==> src/rtl/srtw_pkg.sv <==
// Shared types for the split-radix twiddle address generator.
// Assumes: nothing beyond IEEE 1800-2017.
package srtw_pkg;

    // Action the butterfly unit applies on the twiddle leg
    typedef enum logic [1:0] {
        TWM_NONE  = 2'd0,
        TWM_JSWAP = 2'd1,
        TWM_CMUL  = 2'd2
    } twm_e;

    // Sequencer phases
    typedef enum logic [1:0] {
        SQ_IDLE = 2'd0,
        SQ_INIT = 2'd1,
        SQ_RUN  = 2'd2
    } sq_state_e;

endpackage

==> src/rtl/srtw_seq.sv <==
// Butterfly/pass sequencer.
// Fills the flag memory with ones for 2^(S-1) cycles after start, then
// issues every butterfly index of every pass in ascending order.
// Assumes: S >= 3; start is honoured only in the idle phase.
module srtw_seq
    import srtw_pkg::*;
#(
    parameter int S  = 10,
    parameter int BW = S - 1,
    parameter int PW = $clog2(S)
) (
    input  logic          clk,
    input  logic          rst_n,
    input  logic          start_i,
    output logic          init_we_o,
    output logic          issue_o,
    output logic          issue_last_o,
    output logic [BW-1:0] bfly_o,
    output logic [PW-1:0] pass_o
);

    localparam logic [BW-1:0] BMAX  = '1;
    localparam logic [PW-1:0] PLAST = PW'(S - 1);

    sq_state_e     st;
    logic [BW-1:0] bcnt;
    logic [PW-1:0] pcnt;

    // Phase and counter progression
    always_ff @(posedge clk) begin
        if (!rst_n) begin
            st   <= SQ_IDLE;
            bcnt <= '0;
            pcnt <= '0;
        end else begin
            unique case (st)
                SQ_IDLE: begin
                    if (start_i) begin
                        st   <= SQ_INIT;
                        bcnt <= '0;
                        pcnt <= '0;
                    end
                end
                SQ_INIT: begin
                    bcnt <= bcnt + 1'b1;
                    if (bcnt == BMAX) begin
                        st <= SQ_RUN;
                    end
                end
                SQ_RUN: begin
                    bcnt <= bcnt + 1'b1;
                    if (bcnt == BMAX) begin
                        if (pcnt == PLAST) begin
                            st   <= SQ_IDLE;
                            pcnt <= '0;
                        end else begin
                            pcnt <= pcnt + 1'b1;
                        end
                    end
                end
                default: st <= SQ_IDLE;
            endcase
        end
    end

    // Phase decode toward memory and decoder
    always_comb begin
        init_we_o    = (st == SQ_INIT);
        issue_o      = (st == SQ_RUN);
        issue_last_o = (st == SQ_RUN) && (bcnt == BMAX) && (pcnt == PLAST);
        bfly_o       = bcnt;
        pass_o       = pcnt;
    end


    pass_range_chk: assert property (@(posedge clk) disable iff (!rst_n)
        pcnt <= PLAST);


    init_to_run_chk: assert property (@(posedge clk) disable iff (!rst_n)
        (st == SQ_INIT && bcnt == BMAX) |=> (st == SQ_RUN && bcnt == '0 && pcnt == '0));

endmodule

==> src/rtl/srtw_flag_ram.sv <==
// One-bit-per-butterfly flag memory: synchronous write, registered read.
// Assumes: a write and a read never target the same entry in one cycle.
module srtw_flag_ram #(
    parameter int DEPTH = 512,
    parameter int AW    = $clog2(DEPTH)
) (
    input  logic          clk,
    input  logic          rst_n,
    input  logic          we_i,
    input  logic [AW-1:0] waddr_i,
    input  logic          wdata_i,
    input  logic          re_i,
    input  logic [AW-1:0] raddr_i,
    output logic          rdata_o
);

    logic mem [DEPTH];

    // Storage write
    always_ff @(posedge clk) begin
        if (we_i) begin
            mem[waddr_i] <= wdata_i;
        end
    end

    // Registered read port
    always_ff @(posedge clk) begin
        if (!rst_n) begin
            rdata_o <= 1'b1;
        end else if (re_i) begin
            rdata_o <= mem[raddr_i];
        end
    end


    rw_apart_chk: assert property (@(posedge clk) disable iff (!rst_n)
        (we_i && re_i) |-> (waddr_i != raddr_i));

endmodule

==> src/rtl/srtw_decode.sv <==
// Butterfly decoder.
// Holds the stage register aligned with the flag read, derives the swap
// select, the effective flag, the mode and the coefficient address, and
// returns the updated flag for write-back. Outputs are registered.
// Assumes: flag_i is the flag of the butterfly issued one cycle earlier.
module srtw_decode
    import srtw_pkg::*;
#(
    parameter int S         = 10,
    parameter int ALT_ORDER = 0,
    parameter int BW        = S - 1,
    parameter int PW        = $clog2(S),
    parameter int AW        = S - 2
) (
    input  logic          clk,
    input  logic          rst_n,
    input  logic          issue_i,
    input  logic          issue_last_i,
    input  logic [BW-1:0] bfly_i,
    input  logic [PW-1:0] pass_i,
    input  logic          flag_i,
    output logic          wb_en_o,
    output logic [BW-1:0] wb_addr_o,
    output logic          wb_data_o,
    output logic [1:0]    mode_o,
    output logic [AW-1:0] addr_o,
    output logic          en_o,
    output logic          valid_o,
    output logic          done_o
);

    localparam logic [PW-1:0] PLAST = PW'(S - 1);

    logic          s1_vld;
    logic          s1_last;
    logic [BW-1:0] s1_b;
    logic [PW-1:0] s1_p;

    logic          in_last_pass;
    logic          swap_sel;
    logic          lblk_eff;
    logic [AW-1:0] addr_raw;
    twm_e          mode_c;
    logic          last_q;

    // Stage register aligned with the flag read latency
    always_ff @(posedge clk) begin
        if (!rst_n) begin
            s1_vld  <= 1'b0;
            s1_last <= 1'b0;
            s1_b    <= '0;
            s1_p    <= '0;
        end else begin
            s1_vld  <= issue_i;
            s1_last <= issue_last_i;
            s1_b    <= bfly_i;
            s1_p    <= pass_i;
        end
    end

    assign in_last_pass = (s1_p == PLAST);

    // Ordering variant: swap select and address formation
    generate
        if (ALT_ORDER != 0) begin : g_alt
            // Swap select from the top index bit; address drops bit 0
            always_comb begin
                swap_sel = s1_b[BW-1] & ~in_last_pass;
                addr_raw = s1_b[BW-1:1];
            end
        end else begin : g_std
            int            jsh;
            int            ash;
            logic [BW-1:0] jvec;
            logic [BW-1:0] avec;
            // Swap select walks down one bit per pass; address shifts up
            always_comb begin
                jsh      = in_last_pass ? 0 : (BW - 1 - int'(s1_p));
                ash      = (s1_p == '0) ? 0 : (int'(s1_p) - 1);
                jvec     = s1_b >> jsh;
                avec     = s1_b << ash;
                swap_sel = jvec[0] & ~in_last_pass;
                addr_raw = avec[AW-1:0];
            end
        end
    endgenerate

    // Mode decision and flag update
    always_comb begin
        lblk_eff = flag_i | in_last_pass;
        if (!lblk_eff) begin
            mode_c = TWM_CMUL;
        end else if (swap_sel) begin
            mode_c = TWM_JSWAP;
        end else begin
            mode_c = TWM_NONE;
        end
        wb_en_o   = s1_vld;
        wb_addr_o = s1_b;
        wb_data_o = ~(lblk_eff & swap_sel);
    end

    // Registered outputs toward the butterfly unit and coefficient banks
    always_ff @(posedge clk) begin
        if (!rst_n) begin
            mode_o  <= TWM_NONE;
            addr_o  <= '0;
            en_o    <= 1'b0;
            valid_o <= 1'b0;
            last_q  <= 1'b0;
            done_o  <= 1'b0;
        end else begin
            mode_o  <= s1_vld ? mode_c : TWM_NONE;
            addr_o  <= (s1_vld && !lblk_eff) ? addr_raw : '0;
            en_o    <= s1_vld & ~lblk_eff;
            valid_o <= s1_vld;
            last_q  <= s1_vld & s1_last;
            done_o  <= last_q;
        end
    end


    last_pass_quiet_chk: assert property (@(posedge clk) disable iff (!rst_n)
        (s1_vld && in_last_pass) |=> (mode_o == TWM_NONE && !en_o));


    cmul_clears_chk: assert property (@(posedge clk) disable iff (!rst_n)
        (s1_vld && !flag_i) |-> wb_data_o);

endmodule

==> src/rtl/srfft_twiddle_agen.sv <==
// Split-radix twiddle address generator (top).
// Connects the sequencer, the flag memory and the decoder; the write port
// of the flag memory is shared between initialisation and write-back.
// Assumes: S >= 3; ALT_ORDER selects the alternative butterfly ordering.
module srfft_twiddle_agen
    import srtw_pkg::*;
#(
    parameter int S         = 10,
    parameter int ALT_ORDER = 0
) (
    input  logic         clk,
    input  logic         rst_n,
    input  logic         start_i,
    output logic [1:0]   tw_mode_o,
    output logic [S-3:0] tw_addr_o,
    output logic         tw_en_o,
    output logic         bfly_valid_o,
    output logic         done_o
);

    localparam int BW    = S - 1;
    localparam int PW    = $clog2(S);
    localparam int AW    = S - 2;
    localparam int DEPTH = 1 << BW;

    logic          init_we;
    logic          issue;
    logic          issue_last;
    logic [BW-1:0] bfly;
    logic [PW-1:0] pass;
    logic          flag_rd;
    logic          wb_en;
    logic [BW-1:0] wb_addr;
    logic          wb_data;
    logic          ram_we;
    logic [BW-1:0] ram_waddr;
    logic          ram_wdata;

    srtw_seq #(.S(S), .BW(BW), .PW(PW)) u_seq (
        .clk          (clk),
        .rst_n        (rst_n),
        .start_i      (start_i),
        .init_we_o    (init_we),
        .issue_o      (issue),
        .issue_last_o (issue_last),
        .bfly_o       (bfly),
        .pass_o       (pass)
    );

    // Flag write port: initialisation has priority over write-back
    always_comb begin
        ram_we    = init_we | wb_en;
        ram_waddr = init_we ? bfly : wb_addr;
        ram_wdata = init_we ? 1'b1 : wb_data;
    end

    srtw_flag_ram #(.DEPTH(DEPTH), .AW(BW)) u_flags (
        .clk     (clk),
        .rst_n   (rst_n),
        .we_i    (ram_we),
        .waddr_i (ram_waddr),
        .wdata_i (ram_wdata),
        .re_i    (issue),
        .raddr_i (bfly),
        .rdata_o (flag_rd)
    );

    srtw_decode #(.S(S), .ALT_ORDER(ALT_ORDER), .BW(BW), .PW(PW), .AW(AW)) u_dec (
        .clk          (clk),
        .rst_n        (rst_n),
        .issue_i      (issue),
        .issue_last_i (issue_last),
        .bfly_i       (bfly),
        .pass_i       (pass),
        .flag_i       (flag_rd),
        .wb_en_o      (wb_en),
        .wb_addr_o    (wb_addr),
        .wb_data_o    (wb_data),
        .mode_o       (tw_mode_o),
        .addr_o       (tw_addr_o),
        .en_o         (tw_en_o),
        .valid_o      (bfly_valid_o),
        .done_o       (done_o)
    );


    port_excl_chk: assert property (@(posedge clk) disable iff (!rst_n)
        !(init_we && wb_en));


    en_cmul_chk: assert property (@(posedge clk) disable iff (!rst_n)
        tw_en_o |-> (tw_mode_o == TWM_CMUL));


    addr_quiet_chk: assert property (@(posedge clk) disable iff (!rst_n)
        !tw_en_o |-> (tw_addr_o == '0));


    done_single_chk: assert property (@(posedge clk) disable iff (!rst_n)
        done_o |=> !done_o);


    done_after_chk: assert property (@(posedge clk) disable iff (!rst_n)
        done_o |-> ($past(bfly_valid_o) && !bfly_valid_o));

endmodule

==> config.mk <==
export PLATFORM = sky130hd
export DESIGN_NAME = srfft_twiddle_agen
export DESIGN_NICKNAME = d
export VERILOG_FILES = /design/src/rtl/srtw_pkg.sv /design/src/rtl/srtw_seq.sv /design/src/rtl/srtw_flag_ram.sv /design/src/rtl/srtw_decode.sv /design/src/rtl/srfft_twiddle_agen.sv
export SDC_FILE = /design/constraint.sdc
export NUM_CORES = 1
export LEC_CHECK = 0
export CAP_MARGIN = 20
export CORE_MARGIN = 8
export CORE_UTILIZATION = 27
export CTS_BUF_LIST = sky130_fd_sc_hd__clkbuf_8
export DETAILED_ROUTE_END_ITERATION = 6
export DONT_BUFFER_PORTS = 1
export PLACE_DENSITY = 0.39
export SLEW_MARGIN = 30
export SYNTH_ARGS = -nofsm -noshare
export SYNTH_HDL_FRONTEND = slang
export SYNTH_SLANG_ARGS = --single-unit
==> constraint.sdc <==
create_clock -name clk -period 13.5 [get_ports clk]
set_clock_uncertainty 0.15 [all_clocks]
set_input_delay 0.675 -clock clk [delete_from_list [all_inputs] [get_ports clk]]
set_output_delay 0.675 -clock clk [all_outputs]
set_load 0.03 [all_outputs]
* Yosys cells after proc, flatten, opt, wreduce, memory -nomap -nowiden
Memory sizes are Yosys's and may differ from the RTL's. A register that Yosys moved wholly into a read port is not among the register bits.
Cells that the tools add are included.
** Word-level totals
- Register bits after elaboration :: 44
- Memory bits (writable) :: 512
- Logic and storage cells :: 74
- Memories :: 1
- Output and inout bits :: 13
- Input bits :: 3
** Memory list
- u_flags.mem :: depth 512, width 1, read ports 1, clocked after memory_dff 1, write ports 1, line srtw_flag_ram.sv:17 : logic mem [DEPTH];
** Cells by class
- Add/sub/neg operators :: 4
- Reduce and logical (&&, ||, !) cells :: 16
- Bitwise operators :: 9
- Shifts and indexed selects :: 2
- Equal/unequal tests :: 9
- Mux-type cells :: 19
** Operators by type and width (count)
- two-way mux 32 bit :: 2
- << shifter 9 x 32 -> 8 bit :: 1
- >> shifter 9 x 32 -> 1 bit :: 1
- two-way mux 9 bit :: 2
- case mux 9 bit (2 select lines) :: 1
- two-way mux 4 bit :: 3
- two-way mux 2 bit :: 5
- adder 9 x 1 -> 9 bit (second input constant) :: 1
- equality test 9 bit (second input constant) :: 1
- equality test 4 bit (second input constant) :: 2
- case mux 4 bit (2 select lines) :: 1
- != test 2 bit (second input constant) :: 3
- case mux 2 bit (3 select lines) :: 1
- AND reduction 2 bit :: 3
- AND reduction 3 bit :: 2
- subtractor 4 x 1 -> 5 bit (second input constant) :: 1
- subtractor 4 x 4 -> 5 bit (first input constant) :: 1
- adder 4 x 1 -> 4 bit (second input constant) :: 1
- AND 1 bit :: 4
- logical NOT 4 bit :: 1
- two-way mux 1 bit :: 4
- AND reduction 4 bit :: 1
- nonzero test 2 bit :: 2
- logical AND 1 bit :: 3
- 8 further kinds :: 12

* Depth between registers and ports, before layout
- Word-level depth :: 7
- Mapped depth :: 11
- Mapped depth without buffers :: 9

* Cells and area by module
A second synthesis with hierarchy kept.
** Unflattened totals
- Cell total of the unflattened synthesis :: 1748
- Area total of the unflattened synthesis :: 24581.1 um^2
** By module, submodules not included
- srtw_flag_ram :: times used 1, cells an instance 1519, area each 22365.2 um^2, sequential area each 15394.8 um^2
- srtw_decode :: times used 1, cells an instance 124, area each 1237.4 um^2, sequential area each 580.6 um^2
- srtw_seq :: times used 1, cells an instance 93, area each 823.3 um^2, sequential area each 300.3 um^2
- srfft_twiddle_agen :: times used 1, cells an instance 12, area each 155.1 um^2, sequential area each 0.0 um^2

* Least setup slack after synthesis
OpenSTA, ideal clock, no wires.
- Path kind :: flip-flop to flip-flop
- Start :: register u_dec.s1_p[0]
- End :: memory u_flags.mem[0], data pin
- Data arrival time :: 7.843 ns
- Buffers on the path :: 1
- Period minus slack after synthesis :: 9.456 ns
- Cell stages (with the launch flop) :: 10
- Setup slack :: 4.044 ns
- Library setup time :: 1.463 ns
- Cell sequence :: dfxtp_1 > clkbuf_1 > inv_1 > ha_1 > xnor2_1 > mux2i_1 > mux2_2 > nand2_1 > nand4_1 > or3_1
** On the way
- Cells in the longest elaborated chain, start to end :: 7
** Ends and longest elaborated chain
- start: declaration :: line srtw_decode.sv:37 : logic [PW-1:0] s1_p;
- start signal: assignment :: line srtw_decode.sv:57 : s1_p <= pass_i;
- subtractor 4 x 4 -> 5 bit or equality test 4 bit (tied branches) :: line srtw_decode.sv:78, srtw_decode.sv:61
- two-way mux 32 bit :: line srtw_decode.sv:78 : jsh = in_last_pass ? 0 : (BW - 1 - int'(s1_p));
- >> shifter 9 x 32 -> 1 bit :: line srtw_decode.sv:80 : jvec = s1_b >> jsh;
- AND 1 bit :: line srtw_decode.sv:82 : swap_sel = jvec[0] & ~in_last_pass;
- AND 1 bit (*) :: line srtw_decode.sv:100 : wb_data_o = ~(lblk_eff & swap_sel);
- inverter 1 bit (*) :: line srtw_decode.sv:100
- two-way mux 1 bit (*) :: line srfft_twiddle_agen.sv:54 : ram_wdata = init_we ? 1'b1 : wb_data;
- net ram_wdata :: line srfft_twiddle_agen.sv:37 : logic ram_wdata;
- end: declaration :: line srtw_flag_ram.sv:17
Mark *: on every way through the listed nets, which the timed path passes. The rest lies on a longest branch.

==> metrics.md <==
| Metric | Value |
|---|---|
| Chip height | `317 µm` |
| XOR/XNOR share of the synthesized area | `0.394%` |
| CP Max Fanout | `52` |
| Final Hold Fails | `0` |
| Cts hold-fix bufs | `1` |
| Peak supply drop | `0.0623 mV` |
| Layout cell share with drive strength beyond 1 | `16.8%` |
| Footprint of the multi-input gates | `7530 µm²` |
| Max-cap viol count | `0` |
| Hold_ws | `81.7 ps` |
| GRT Total Usage | `14.8%` |
| Initial antenna violation count | `1` |
| Initial Utilization | `27.2%` |
| Slew @ Worst Pin | `1010 ps` |
| CP Capture Type | `flip-flop` |
| Die width | `317 µm` |
| Post-DP HPWL | `39100 µm` |
| Final wirelength | `74700 µm` |
| Clock buffer depth | `3` |
| Detail Route Antenna Nets | `0` |
| Synth warn | `0` |
| Total gr overflow | `0` |
| Sw Share | `24.2%` |
| Final period util | `34.3%` |
| Cell variety after synth | `58` |
| Net count, final | `1801` |
| Fmax | `216 MHz` |
| Post-Synth Simple-Gate Area | `12.6%` |
| Combinational group share of total power | `6.2%` |
| Vias per cell | `4.92` |
| Cells along the critical path | `buf_4 -> buf_4 -> mux4_2 -> mux2i_1 -> nor3_1 -> o41ai_1 -> a211oi_1 -> nor4_1 -> a211oi_1` |
| Post-Syn Nets | `1812` |
| Setup repair after global routing missed its margin | `false` |
| Fillers | `9077` |
| Place WS | `8820 ps` |
| First DRT Iteration DRCs | `1215` |
| Worst EP required | `13890 ps` |
| DRC | `0` |
| FP Rows | `110` |
| CTS Buf Count | `98` |
| Net Switching | `871 µW` |
| Post-CTS sizing | `0` |
| Gpl congestion | `0.752` |
| Worst setup margin | `8870 ps` |
| Max-slew violations | `0` |
| CTS sink cnt | `557` |
| Pre-Repair DR Iteration Count | `5` |
| Mean post-synth cell area | `13.6 µm²` |
| Mux cell area share after synthesis | `13.1%` |
| IO Count | `16` |
| Crit path DAT | `5020 ps` |
| Final TNS setup | `0 ps` |
| Period minus WS final | `4630 ps` |
| Adder-cell area share of the yosys netlist | `0.512%` |
| Final non-filler cell total | `3042` |
| Vias in the first global route | `15.4k` |
| Placed Cells | `2862` |
| Root buffer cell | `clkbuf_8` |
| Clock power share | `40.2%` |
| Most common cell after layout, fill and taps aside | `nor2_1` |
| EDFF count, synth | `512` |
| Slew headroom | `31.9%` |
| Reg power frac | `53.6%` |
| Largest net degree at the start of global routing | `277` |
| First-pass GRT wire length | `109000 µm` |
| Critical path class | `flip-flop to flip-flop` |
| Mapped cell area | `24400 µm²` |
| Status | `finished clean` |
| CTS tree | `done` |
| Core area | `89900 µm²` |
| Port bufs | `0` |
| H-tree depth | `3` |
| Synth Instances | `1799` |
| Slowest CP cell | `buf_4` |
| #FFs+latches synth | `557` |
| DR vias | `15.0k` |
| HP Class | `input pin to flip-flop` |
| Synth Area in Compound Gates | `3.74%` |
| CTS clock-pin slew for the worst setup and hold paths | `60 ps` |
| Final setup violation count | `0` |
| Worst Setup Start Kind | `flip-flop` |
| Cell internal pwr | `2730 µW` |
| P_leak | `0.00797 µW` |
| Async SR Flop Fraction | `0%` |
| Largest stage delay, worst path | `810 ps` |
| Most frequent cells in the layout | `571 x nor2_1, 512 x edfxtp_1, 122 x mux4_2` |
| Sequential element share of the synthesized area | `66.6%` |
| Pwr dens | `131 nW/µm²` |
| Die ar. | `100000 µm²` |
| Clock Latency Late Sink | `700 ps` |
| Main flop type after synthesis | `edfxtp_1` |
| Main combinational cell family by area after synthesis | `multiplexers` |
| Layout overhead on the synthesized area | `12.2%` |
| Post-CTS Setup Bufs | `0` |
| FF/Latch Area | `16300 µm²` |
| Post-DR wirelength/cell | `24.6 µm` |
[final timing paths]
kind / to / from / slack [ps] / depth (start not counted)
max reg2reg: u_flags.rdata_o$_SDFFE_PN1P_ / u_seq.bfly_o[1]$_SDFFE_PN0P_ / 8870 / 9
max: u_flags.rdata_o$_SDFFE_PN1P_ / u_seq.bfly_o[1]$_SDFFE_PN0P_ / 8870 / 9
min reg2reg: u_dec.done_o$_SDFF_PN0_ / u_dec.last_q$_SDFF_PN0_ / 280 / 1
min: u_seq.bfly_o[0]$_SDFFE_PN0P_ / start_i / 80 / 2
[sequential cells by signal, summed over array words and instances, names as in the netlist]
register / count
u_flags.rdata_o: 1
u_dec.s1_p: 4
u_dec.s1_last: 1
u_flags.mem: 512
u_seq.st: 2
u_dec.en_o: 1
u_dec.mode_o: 2
u_seq.pass_o: 4
u_dec.last_q: 1
u_dec.addr_o: 8
u_dec.wb_en_o: 1
u_dec.wb_addr_o: 9
u_dec.done_o: 1
u_seq.bfly_o: 9
u_dec.valid_o: 1
[power by group through the flow]
stage	Sequential [µW]	Combinational (µW)	Clock, µW
6_report	1930	222	1450
5_1_grt	1930	242	1570
4_1_cts	1930	225	1500
3_5_place_dp	1970	224	0
3_3_place_gp	1970	218	0
2_1_floorplan	1990	162	0
[layout make-up]
| cell class | instances | share of cell area [%] |
|---|---|---|
| Multi-Input combinational cell | 1084 | 27.5 |
| Clock buffer | 109 | 5.47 |
| Antenna cell | 1 | 0.00913 |
| Timing Repair Buffer | 28 | 0.968 |
| Inverter | 19 | 0.260 |
| Sequential cell | 557 | 59.4 |
| Tap cell | 1176 | 5.37 |
| Clock inverter | 68 | 1.06 |
[worst max-delay path: cells and delay by family (launching register included)]
family                 cells  cell delay (ps)
muxes                      2              840
DFF                        1              760
AOI/OAI and AO/OA          3              570
and+or+nand+nor            2              470
buffers and inverters      2             1610
[per-layer routing]
layer / vias to the layer above / GRT usage [%] / wire length (µm)
li1: 6553 / - / -
met1: 7913 / 20.3 / 34000
met2: 396 / 24.4 / 35600
met3: 93 / 2.29 / 3670
met4: 0 / 4.25 / 1500
met5: - / 0 / 0
[per-stage QoR]
stage / utilization, % / power, µW / instance area (µm²)
floorplan: - / 2150 / 24400
CTS: 30.5 / 3660 / 27400
global placement: 28.4 / 2190 / 25500
finish: 30.5 / 3600 / 27400
detailed placement: 28.5 / 2190 / 25600
global route: 30.5 / 3750 / 27400
[Yosys cell counts (all sizes together), types with 7 or more instances]
master	number	area share (%)
a211oi	15	0.50
a21oi	21	0.43
a22o	7	0.25
a22oi	24	0.74
and2	14	0.36
buf	39	1.2
clkbuf	100	1.5
dfxtp	45	3.7
edfxtp	512	63
ha	10	0.51
inv	18	0.28
mux2	9	0.41
mux2i	31	1.3
mux4	124	11
nand2	111	1.7
nand2b	8	0.20
nand3	15	0.31
nand4	8	0.20
nor2	571	8.8
nor2b	14	0.36
nor3	18	0.37
o21ai	20	0.41
xnor2	8	0.29
[kinds of logic after synthesis]
kind of cell    count (synthesis)
flops                         557
mux                           164
xor+xnor                       11
compound gates                129
simple gates                  770
buf+inv                       158
fa+ha+maj                      10
No activity file was read; power rests on OpenSTA's default activity.
